### src/rtl/par_xcvr_pkg.sv
package par_xcvr_pkg;
  localparam int unsigned DATA_W = 8;
  localparam int unsigned WORD_W = DATA_W + 1;

  typedef logic [WORD_W-1:0] word_t;

  // parity bit that makes the full word meet the chosen sense
  function automatic logic make_par(input logic [DATA_W-1:0] d, input logic odd);
    return (^d) ^ odd;
  endfunction

  // high when a full word breaks the chosen sense
  function automatic logic bad_word(input word_t w, input logic odd);
    return (^w) ^ odd;
  endfunction
endpackage

### src/rtl/par_xcvr_rst_sync.sv
module par_xcvr_rst_sync #(
  parameter int unsigned STAGES = 2
) (
  input  logic clk,
  input  logic rst_n,
  output logic rst_sync_n
);
  logic [STAGES-1:0] sync_q;
  logic [STAGES-1:0] sync_d;

  always_comb begin
    sync_d = {sync_q[STAGES-2:0], 1'b1};
  end

  always_ff @(posedge clk or negedge rst_n) begin
    if (!rst_n) sync_q <= '0;
    else        sync_q <= sync_d;
  end

  assign rst_sync_n = sync_q[STAGES-1];
endmodule

### src/rtl/par_xcvr_latch.sv
module par_xcvr_latch #(
  parameter int unsigned WIDTH = 9
) (
  input  logic             clk,
  input  logic             rst_n,
  input  logic             le,
  input  logic [WIDTH-1:0] d,
  output logic [WIDTH-1:0] q
);
  logic [WIDTH-1:0] hold_q;
  logic [WIDTH-1:0] hold_d;

  // next-state: capture while enabled
  always_comb begin
    hold_d = hold_q;
    if (le) hold_d = d;
  end

  always_ff @(posedge clk or negedge rst_n) begin
    if (!rst_n) hold_q <= '0;
    else        hold_q <= hold_d;
  end

  // transparent bypass while enabled, held word otherwise
  assign q = le ? d : hold_q;
endmodule

### src/rtl/par_xcvr_path.sv
module par_xcvr_path
  import par_xcvr_pkg::*;
(
  input  logic  clk,
  input  logic  rst_n,
  input  logic  le,
  input  logic  gen,
  input  logic  par_odd,
  input  word_t din,
  output word_t dout,
  output logic  err
);
  word_t held;
  logic  par_bit;

  par_xcvr_latch #(.WIDTH(WORD_W)) u_lat (
    .clk  (clk),
    .rst_n(rst_n),
    .le   (le),
    .d    (din),
    .q    (held)
  );

  always_comb begin
    par_bit = gen ? make_par(held[DATA_W-1:0], par_odd) : held[DATA_W];
    dout    = {par_bit, held[DATA_W-1:0]};
    err     = bad_word(held, par_odd);
  end
endmodule

### src/rtl/par_xcvr.sv
module par_xcvr
  import par_xcvr_pkg::*;
(
  input  logic              clk,
  input  logic              rst_n,
  input  logic              dir_a2b,
  input  logic              oe_n,
  input  logic              par_odd,
  input  logic              le_ab,
  input  logic              le_ba,
  input  logic              gen_ab,
  input  logic              gen_ba,
  input  logic [WORD_W-1:0] a_in,
  output logic [WORD_W-1:0] a_out,
  output logic              a_oe,
  input  logic [WORD_W-1:0] b_in,
  output logic [WORD_W-1:0] b_out,
  output logic              b_oe,
  output logic              err_a,
  output logic              err_b
);
  localparam int unsigned NDIR = 2; // index 0: A to B, 1: B to A

  logic rst_i_n;
  word_t      p_din [NDIR];
  word_t      p_dout[NDIR];
  logic [NDIR-1:0] p_le, p_gen, p_err;

  par_xcvr_rst_sync #(.STAGES(2)) u_rst (
    .clk       (clk),
    .rst_n     (rst_n),
    .rst_sync_n(rst_i_n)
  );

  always_comb begin
    p_din[0] = a_in;  p_le[0] = le_ab; p_gen[0] = gen_ab;
    p_din[1] = b_in;  p_le[1] = le_ba; p_gen[1] = gen_ba;
  end

  for (genvar g = 0; g < NDIR; g++) begin : g_dir
    par_xcvr_path u_path (
      .clk    (clk),
      .rst_n  (rst_i_n),
      .le     (p_le[g]),
      .gen    (p_gen[g]),
      .par_odd(par_odd),
      .din    (p_din[g]),
      .dout   (p_dout[g]),
      .err    (p_err[g])
    );
  end

  always_comb begin
    b_out = p_dout[0];
    a_out = p_dout[1];
    err_a = p_err[0];
    err_b = p_err[1];
    b_oe  = !oe_n &&  dir_a2b;
    a_oe  = !oe_n && !dir_a2b;
  end
endmodule

### config.mk
export PLATFORM = sky130hd
export DESIGN_NAME = par_xcvr
export DESIGN_NICKNAME = d
export VERILOG_FILES = /design/src/rtl/par_xcvr_pkg.sv /design/src/rtl/par_xcvr_rst_sync.sv /design/src/rtl/par_xcvr_latch.sv /design/src/rtl/par_xcvr_path.sv /design/src/rtl/par_xcvr.sv
export SDC_FILE = /design/constraint.sdc
export NUM_CORES = 1
export LEC_CHECK = 0
export BUFFER_PORTS_ARGS = -buffer_cell sky130_fd_sc_hd__buf_2
export CORE_MARGIN = 1
export CORE_UTILIZATION = 40
export DETAILED_ROUTE_END_ITERATION = 7
export PLACE_DENSITY = 0.76
export SLEW_MARGIN = 25
export SYNTH_ARGS = -nofsm -noshare
export SYNTH_HDL_FRONTEND = slang
export SYNTH_SLANG_ARGS = --single-unit
### constraint.sdc
create_clock -name clk -period 5.6 [get_ports clk]
set_input_delay 1.12 -clock clk [delete_from_list [all_inputs] [get_ports clk]]
set_output_delay 1.12 -clock clk [all_outputs]
set_load 0.01 [all_outputs]
Word-level counts from Yosys, hierarchy flattened
Cells that the tools add are included.

storage, ports and cells
  flip-flop bits (word level) = 20
  latch bits = 0
  RAM bits = 0
  ROM bits = 0
  bits of input ports = 27
  logic and storage cells = 19
  memories kept = 0

operators by class
  add/subtract/negate cells = 0
  multiply operators = 0
  div/mod/pow operators = 0
  order comparisons = 0
  equality and inequality tests = 0
  shift operators = 0
  mux-type cells = 4
  bitwise gates (word level) = 4
  reductions and logical operators = 8

operator list
  operator             number
  9-bit two-way mux    2
  9-bit XOR reduction  2
  8-bit XOR reduction  2
  1-bit XOR            4
  1-bit logical AND    2
  1-bit zero test      2
  1-bit two-way mux    2

Longest topological paths before layout
Gate-level depths: netlist of the first run.

  word-level depth = 4
  mapped depth = 6
  depth with buffers taken out = 5

By module
A second synthesis of the first run with hierarchy kept.

unflattened totals
  cells, all modules = 63
  area, all modules = 1034.7 um^2

by module, submodules not included
  module             instances  cells an instance  area an instance (um^2)  sequential area each (um^2)
  par_xcvr_latch     2          19                 371.6                    225.2
  par_xcvr_path      2          10                 110.1                    0.0
  par_xcvr_rst_sync  1          3                  53.8                     50.0
  par_xcvr           1          2                  17.5                     0.0

Worst setup path after synthesis of the first run
Ideal clock, no wire load.

  kind = input port to output port
  start = input port le_ba
  end = output port a_out[8]
  arrival = 2.241 ns
  data required time = 4.480 ns
  setup slack = 2.239 ns
  stages on the path = 6
  cells stage by stage = buf_6 -> mux2i_1 -> xnor2_1 -> xnor3_1 -> a21oi_1 -> buf_4

on the way
  cells in the longest elaborated chain, start to end = 4

ends and longest elaborated chain
  item                   RTL line              RTL
  start, declared        par_xcvr.sv:10        input logic le_ba,
  9-bit two-way mux (*)  par_xcvr_latch.sv:25  assign q = le ? d : hold_q;
  8-bit XOR reduction    par_xcvr_pkg.sv:9     return (^d) ^ odd;
  1-bit XOR              par_xcvr_pkg.sv:9
  1-bit two-way mux (*)  par_xcvr_path.sv:25   par_bit = gen ? make_par(held[DATA_W-1:0], par_odd) : held[DATA_W];
  end, declared          par_xcvr.sv:14        output logic [WORD_W-1:0] a_out,

Every way passes the cells marked *; elsewhere a longest branch is shown, timed or not.

Final worst setup path of the first run
Same ends and word-level chain as after synthesis.

==> impl_metrics.yaml, run 1 <==
status:
  status: "finished, violations left"
  violations: "design-rule violations"
setup_path:
  cp.arrival_ns: 2.56
  worstPathMaxFanout: 14
  path_class: "input port to primary output"
  end_kind: "primary output"
  required_ns: 4.48
  reg2reg_from: "g_dir[0].u_path.u_lat.hold_q[0]$_DFF_PN0_"
  critPathLaunch: "le_ba"
  start_kind: "input port"
clocking:
  cts_buffers: 3
  htreeDepth: 1
  cts_buffer_depth: 2
  clock_sinks: 20
  clk_pin_slew_ns: 0.11
  holdBufCountCts: 0
  cts_tree: "done"
  cts_root_buffer: "clkbuf_4"
  cts_resized: 0
  cts_setup_buffers: 0
  insertion_delay_ns: 0.29
detailed_routing:
  wirelength_mm: 1.84
  drc: 6
  avgRoutedWirePerCell_microns: 11.3
  drt_iter0_drc: 11
  ant_nets: 0
  via_count: 762
  firstDrtPassIters: 5
  viasPerCell: 4.70
power:
  pwr-share-seq_pct: 42.9
  powerDensity_nw_per_um2: 288
  intPower_w: 0.000276
  power.switching_w: 0.000117
  pwr-share-comb_pct: 36.2
  sw_frac_of_total_pct: 29.8
  clock_power_share_pct: 20.9
  worst_ir_drop_vdd_uv: 155
  leakage_nw: 0.681
global_routing:
  gr-total-overflow: 0
  first_global_vias: 759
  antenna_found_initial: 0
  grt_usage_pct: 12.4
  grt_max_degree: 19
  grt_pass1_wl_mm: 3.11
sta:
  finalHoldViolCount: 0
  relSlewSlack_pct: 53.0
  fin_crit_sh_pct: 65.6
  slew_viol_final: 0
  tightest_slew_ns: 0.704
  finalSetupTns_ns: 0
  finalSetupViolations: 0
  max_freq_mhz: 272
  clock_skew_ns: 0.000381
  setup_slack_ns: 1.92
  min_period_ns: 3.68
  rsz0062_at_grt: "no"
finish:
  final_common_cell: "buf_2"
  fill_cells: 265
  drive_gt1_share_pct: 53.4
  n_antenna_cell: 0
  fin_nets: 159
  most-common-layout-cells: "buf_2, dfrtp_1, mux2_2, xor2_1, xnor2_1"
  area_growth_pct: 11.7
worst_hold_path:
  hp-class: "flop to async pin"
floorplan:
  core_area_sq_um: 2830
  dieArea_sq_um: 3280
  start_util_pct: 43.2
  ios: 49
  row_count: 19
  die_h_microns: 57.3
  fp.dieW_microns: 57.3
placed_design:
  post-place-ws_ns: 1.91
  place_congestion: 0.695
  port-buffer-count: 48
  place_hpwl_mm: 1.50
synthesis:
  seq_area_frac_synth_pct: 40.9
  postSynthCellCount: 101
  synth_cell_type_count: 12
  syn_avg_cell_area_sq_um: 12.1
  yosys.area.top_type_share_pct: 40.9
  ys_ff_latch: 20
  syn_nets: 128
  yosys_warnings: 0
  yosys.area.top_type: "dfrtp_1"
  netlist_area_sq_um: 1220
  synthTopCellsByArea: "dfrtp_1, mux2_2, buf_4"
run:
  maxCapViolCount: 0
-- stage by stage --
stage | cell area [sq um] | utilization, % | instances | hold slack [ns] | total power, W
finish | 1370 | 48.3 | 162 | 0.298 | 0.000393
global route | 1370 | 48.3 | 162 | 0.371 | 0.000418
CTS | 1370 | 48.3 | 162 | 0.334 | 0.000399
detailed placement | 1330 | 47.0 | 158 | 0.326 | 0.000316
global placement | 1330 | 47.0 | 158 | 0.308 | 0.000312
floorplan | 1220 | - | 101 | 0.227 | 0.000291
-- area by class of cell --
class,instances,area (sq um),share of cell area [%]
Clock buffer,4,36.3,2.66
Multi-Input combinational cell,59,549,40.2
Sequential cell,20,500,36.7
Tap cell,31,38.8,2.84
Timing Repair Buffer,48,240,17.6
-- power groups by stage --
stage / Combinational, W / Sequential, W / Clock, W
floorplan: 0.000122 / 0.000169 / 0
global placement: 0.000141 / 0.000170 / 0
detailed placement: 0.000144 / 0.000172 / 0
CTS: 0.000145 / 0.000169 / 0.0000856
global route: 0.000155 / 0.000171 / 0.0000924
finish: 0.000142 / 0.000168 / 0.0000821
-- synth_stat cells --
library cell  instances
buf_4                20
dfrtp_1              20
mux2_2               18
xor2_1               14
xnor2_1               8
mux2i_1               6
nor2_1                5
a21oi_1               4
buf_6                 2
xnor3_1               2
conb_1                1
nor2b_1               1
-- metal layers --
metal,part of all wire (%),up-vias,track usage (%)
met5,0,-,0
met4,0.87,0,6.27
met3,5.6,2,2.72
met2,53,21,22.0
met1,41,365,13.9
li1,-,374,-
-- critical path: stages --
cell and delay, ns:
buf_2 0.28, mux2i_1 0.26, xnor2_1 0.14, xnor3_1 0.45, a21oi_1 0.15, buf_2 0.14
-- cell families after synthesis --
group | synth area share (%)
other | 0.307
muxes | 21.5
AOI/OAI and AO/OA | 1.64
xor gates and xnor gates | 19.4
and+or+nand+nor | 2.05
buffers and inverters | 14.1
DFF | 40.9
-- sequential cells by signal, indices dropped and copies added (netlist names) --
name                       count
u_rst.sync_q                   2
g_dir.u_path.u_lat.hold_q     18
-- path summary, 6_finish.rpt --
kind	to	slack, ns	cells past startpoint
max in group asynchronous	g_dir[1].u_path.u_lat.hold_q[0]$_DFF_PN0_	4.86	0
min in group clk	u_rst.sync_q[1]$_DFF_PN0_	0.36	0
hold reg to reg	g_dir[0].u_path.u_lat.hold_q[5]$_DFF_PN0_	0.30	0
setup reg to reg	g_dir[0].u_path.u_lat.hold_q[0]$_DFF_PN0_	4.80	1
setup / recovery	a_out[8]	1.92	6
hold / removal	g_dir[0].u_path.u_lat.hold_q[5]$_DFF_PN0_	0.30	0
Note: power is estimated with default switching activity, not from simulation.
==> run 2, diff against run 1 <==
==> constraint.sdc (replaced) <==
create_clock -name clk -period 3.55 [get_ports clk]
set_input_delay 0.71 -clock clk [delete_from_list [all_inputs] [get_ports clk]]
set_output_delay 0.71 -clock clk [all_outputs]
set_load 0.01 [all_outputs]
==> impl_metrics.yaml, run 2 (same netlist as run 1, synthesis figures left out) <==
global_routing:
  grt_pass1_wl_mm: 3.04
  first_global_vias: 742
  grt_usage_pct: 12.0
  gr-total-overflow: 0
  antenna_found_initial: 0
  grt_max_degree: 19
finish:
  fin_nets: 159
  final_common_cell: "buf_2"
  drive_gt1_share_pct: 53.4
  area_growth_pct: 11.7
  n_antenna_cell: 0
  largest_register_ffs: 18
  reg.largest.list: "g_dir.u_path.u_lat.hold_q (18), u_rst.sync_q (2)"
  multiInputGateArea_sq_um: 549
  most-common-layout-cells: "buf_2, dfrtp_1, mux2_2, xor2_1, xnor2_1"
  ff_latch_area_sq_um: 500
  postLayoutCellArea_sq_um: 1370
  fill_cells: 258
  regMostFlops: "g_dir.u_path.u_lat.hold_q"
setup_path:
  crit_chain: "buf_2 > mux2i_1 > xnor2_1 > xnor3_1 > a21oi_1 > buf_2"
  r2r_cells: 1
  worst-path-buf-inv: 2
  path_depth: 6
  cp.arrival_ns: 2.12
  reg2reg_from: "g_dir[0].u_path.u_lat.hold_q[0]$_DFF_PN0_"
  end_kind: "primary output"
  path_class: "input port to primary output"
  required_ns: 2.84
  start_kind: "input port"
  crit_path_max_incr_delay_ns: 0.45
  cp_common_cell: "buf_2"
  worstPathMaxFanout: 14
  critPathTopFamily: "XOR/XNOR gates"
  critPathSlowestCell: "xnor3_1"
  critPathLaunch: "le_ba"
floorplan:
  dieArea_sq_um: 3280
  die_h_microns: 57.3
  start_util_pct: 43.2
  row_count: 19
  ios: 49
  fp.dieW_microns: 57.3
  core_area_sq_um: 2830
sta:
  finalHoldViolCount: 0
  fin_crit_sh_pct: 79.8
  timing.hold.ws_ns: 0.181
  min_period_ns: 2.83
  tightest_slew_ns: 0.724
  relSlewSlack_pct: 51.7
  clock_skew_ns: 0.00467
  rsz0062_at_grt: "no"
  finalSetupTns_ns: 0
  slew_viol_final: 0
  max_freq_mhz: 353
  finalSetupViolations: 0
clocking:
  clk_pin_slew_ns: 0.11
  cts_setup_buffers: 0
  holdBufCountCts: 0
  clock_sinks: 20
  cts_resized: 0
  cts_tree: "done"
  cts_buffer_depth: 2
  cts_root_buffer: "clkbuf_4"
  insertion_delay_ns: 0.28
  htreeDepth: 1
  cts_buffers: 3
status:
  violations: "design-rule violations"
  status: "finished, violations left"
worst_hold_path:
  hp-class: "input port to async pin"
power:
  worst_ir_drop_vdd_uv: 257
  intPower_w: 0.000435
  leakage_nw: 0.681
  clock_power_share_pct: 20.4
  sw_frac_of_total_pct: 29.2
  powerDensity_nw_per_um2: 451
  pwr-share-comb_pct: 36.4
  power.switching_w: 0.000180
  pwr-share-seq_pct: 43.2
detailed_routing:
  drc: 3
  drt_iter0_drc: 7
  via_count: 738
  viasPerCell: 4.56
  wirelength_mm: 1.84
  ant_nets: 0
  firstDrtPassIters: 6
  avgRoutedWirePerCell_microns: 11.3
placed_design:
  place_congestion: 0.695
  place_hpwl_mm: 1.52
  dpl_cell_area_sq_um: 1330
  port-buffer-count: 48
run:
  maxCapViolCount: 0
-- run 2: path summary, 6_finish.rpt --
kind                                                              to  slack (ns)
min reg2reg                g_dir[1].u_path.u_lat.hold_q[6]$_DFF_PN0_        0.31
max in group asynchronous  g_dir[0].u_path.u_lat.hold_q[1]$_DFF_PN0_        2.79
min                                        u_rst.sync_q[1]$_DFF_PN0_        0.18
min in group clk                           u_rst.sync_q[1]$_DFF_PN0_        0.36
max                                                         a_out[8]        0.72
max reg2reg                g_dir[0].u_path.u_lat.hold_q[0]$_DFF_PN0_        2.75
-- run 2: layout make-up --
| cell class | instances | area share (%) |
|---|---|---|
| repair buffers | 48 | 17.6 |
| well taps | 31 | 2.84 |
| multi-input cells | 59 | 40.2 |
| clock buffers | 4 | 2.66 |
| flip-flops and latches | 20 | 36.7 |
-- run 2: metal layers --
metal / vias up / track usage, % / share of wire (%)
met5: - / 0 / 0
met4: 0 / 3.14 / 0.93
met3: 2 / 3.40 / 6.3
met2: 21 / 21.8 / 51
met1: 343 / 13.7 / 42
li1: 372 / - / -
-- run 2: power by group through the flow --
stage,sequential (W),clock (W),combinational (W)
2_1_floorplan,0.000267,0,0.000193
3_3_place_gp,0.000269,0,0.000223
3_5_place_dp,0.000271,0,0.000227
4_1_cts,0.000266,0.000133,0.000227
5_1_grt,0.000270,0.000142,0.000245
6_report,0.000266,0.000125,0.000224
-- run 2: through the flow --
stage / setup WS, ns / instances / util [%] / total power, W
finish: 0.718 / 162 / 48.3 / 0.000615
global placement: 0.718 / 158 / 47.0 / 0.000492
CTS: 0.692 / 162 / 48.3 / 0.000627
detailed placement: 0.695 / 158 / 47.0 / 0.000498
global route: 0.605 / 162 / 48.3 / 0.000657
floorplan: 1.01 / 101 / - / 0.000460
==> run 3, diff against run 2 <==
--- a/config.mk
+++ b/config.mk
@@ -9,7 +9,7 @@
 export CORE_MARGIN = 1
 export CORE_UTILIZATION = 40
 export DETAILED_ROUTE_END_ITERATION = 7
-export PLACE_DENSITY = 0.76
+export PLACE_DENSITY = 0.79
 export SLEW_MARGIN = 25
 export SYNTH_ARGS = -nofsm -noshare
 export SYNTH_HDL_FRONTEND = slang
==> constraint.sdc (replaced) <==
create_clock -name clk -period 2.6 [get_ports clk]
set_input_delay 0.52 -clock clk [delete_from_list [all_inputs] [get_ports clk]]
set_output_delay 0.52 -clock clk [all_outputs]
set_load 0.01 [all_outputs]
==> impl_metrics.yaml, run 3 (same netlist as run 1, synthesis figures left out) <==
detailed_routing:
  drc: 6
  drt_iter0_drc: 14
  viasPerCell: 4.59
  firstDrtPassIters: 5
  wirelength_mm: 1.91
  via_count: 762
  ant_nets: 0
  avgRoutedWirePerCell_microns: 11.5
global_routing:
  grt_usage_pct: 13.1
  gr-total-overflow: 0
  grt_pass1_wl_mm: 3.24
  grt_max_degree: 19
  antenna_found_initial: 0
  first_global_vias: 779
finish:
  regMostFlops: "g_dir.u_path.u_lat.hold_q"
  fill_cells: 267
  final_common_cell: "buf_2"
  reg.largest.list: "g_dir.u_path.u_lat.hold_q (18), u_rst.sync_q (2)"
  drive_gt1_share_pct: 54.1
  ff_latch_area_sq_um: 500
  n_antenna_cell: 0
  utilization_pct: 49.4
  fin_nets: 163
  area_growth_pct: 14.3
  multiInputGateArea_sq_um: 549
  most-common-layout-cells: "buf_2, dfrtp_1, mux2_2, xor2_1, xnor2_1"
  largest_register_ffs: 18
sta:
  min_period_ns: 2.43
  finalSetupViolations: 0
  setup_slack_ns: 0.166
  max_freq_mhz: 411
  tightest_slew_ns: 0.712
  clock_skew_ns: 0.00125
  fin_crit_sh_pct: 93.6
  timing.hold.ws_ns: 0.300
  slew_viol_final: 0
  relSlewSlack_pct: 52.5
  rsz0062_at_grt: "yes"
  finalHoldViolCount: 0
clocking:
  cts_buffer_depth: 2
  cts_root_buffer: "clkbuf_4"
  htreeDepth: 1
  cts_tree: "done"
  cts_buffers: 3
  clock_sinks: 20
  clk_pin_slew_ns: 0.10
  insertion_delay_ns: 0.30
placed_design:
  place_congestion: 0.710
  port-buffer-count: 48
  place_hpwl_mm: 1.59
  post-place-ws_ns: 0.189
floorplan:
  core_area_sq_um: 2830
  ios: 49
  fp.dieW_microns: 57.3
  row_count: 19
  dieArea_sq_um: 3280
  start_util_pct: 43.2
  die_h_microns: 57.3
power:
  power.total_w: 0.000849
  sw_frac_of_total_pct: 29.5
  pwr-share-comb_pct: 36.7
  intPower_w: 0.000598
  clock_power_share_pct: 20.6
  pwr-share-seq_pct: 42.7
  worst_ir_drop_vdd_uv: 444
  power.switching_w: 0.000251
  leakage_nw: 0.700
  powerDensity_nw_per_um2: 608
setup_path:
  reg2reg_from: "g_dir[1].u_path.u_lat.hold_q[6]$_DFF_PN0_"
  path_class: "flop to primary output"
  worstPathMaxFanout: 2
  r2r-end: "g_dir[1].u_path.u_lat.hold_q[6]$_DFF_PN0_"
  required_ns: 2.08
  start_kind: "flop"
  end_kind: "primary output"
  r2r_cells: 1
  cp.arrival_ns: 1.91
  worst-r2r-setup-slack_ns: 1.80
status:
  violations: "design-rule violations"
  status: "finished, violations left"
worst_hold_path:
  hp-class: "flop to async pin"
run:
  maxCapViolCount: 0
-- run 3: cell types whose count changed in the layout (fill, tap and decap cells not counted) --
cell           previous run  this run
buf_4                     0         3
dlygate4sd3_1             0         1
-- run 3: area by class of cell --
class,count,share of cell area (%)
multi-input combinational,59,39.3
sequential,20,35.8
timing repair buffer,52,19.5
tap,31,2.78
clock buffer,4,2.60
-- run 3: critical path, stage by stage (launching register included) --
cell     delay (ns)
dfrtp_1        0.41
xor2_1         0.17
mux2i_1        0.15
xnor2_1        0.14
xnor3_1        0.45
xnor2_1        0.15
buf_2          0.15
-- run 3: worst max-delay path by stage --
stage,start,endpoint,slack (ns),cells after the start
3_5_place_dp,le_ab,b_out[8],0.19,6
4_1_cts,g_dir[1].u_path.u_lat.hold_q[6]$_DFF_PN0_,err_b,0.13,6
6_report,g_dir[1].u_path.u_lat.hold_q[6]$_DFF_PN0_,err_b,0.17,6
5_1_grt,g_dir[0].u_path.u_lat.hold_q[6]$_DFF_PN0_,b_out[8],-0.006,6
2_1_floorplan,le_ba,a_out[8],0.44,6
3_3_place_gp,le_ab,b_out[8],0.24,6
-- run 3: layer usage --
layer | vias to the layer above | track usage [%] | wire, microns
li1 | 380 | - | -
met1 | 354 | 13.8 | 763
met2 | 23 | 23.5 | 977
met3 | 5 | 5.44 | 143
met4 | 0 | 4.18 | 29
met5 | - | 0 | 0
-- run 3: stage by stage --
stage / instance area (sq um) / std cells / TNS [ns]
floorplan: 1220 / 101 / 0
global placement: 1350 / 161 / 0
detailed placement: 1350 / 161 / 0
CTS: 1400 / 166 / 0
global route: 1400 / 166 / -0.00598
finish: 1400 / 166 / 0
-- run 3: repair_timing --
action | in CTS | in global routing
setup endpoints to repair | 0 | 1
hold endpoints to repair | 2 | 0
gates resized for setup | 0 | 0
hold buffers | 1 | 0
buffers inserted | 0 | 0
-- run 3: power by group through the flow --
| stage | combinational [W] | clock, W | sequential [W] |
|---|---|---|---|
| final | 0.000312 | 0.000175 | 0.000363 |
| after global routing | 0.000345 | 0.000199 | 0.000368 |
| after CTS | 0.000316 | 0.000184 | 0.000364 |
| after detailed placement | 0.000314 | 0 | 0.000371 |
| after global placement | 0.000307 | 0 | 0.000367 |
| after floorplan | 0.000263 | 0 | 0.000364 |
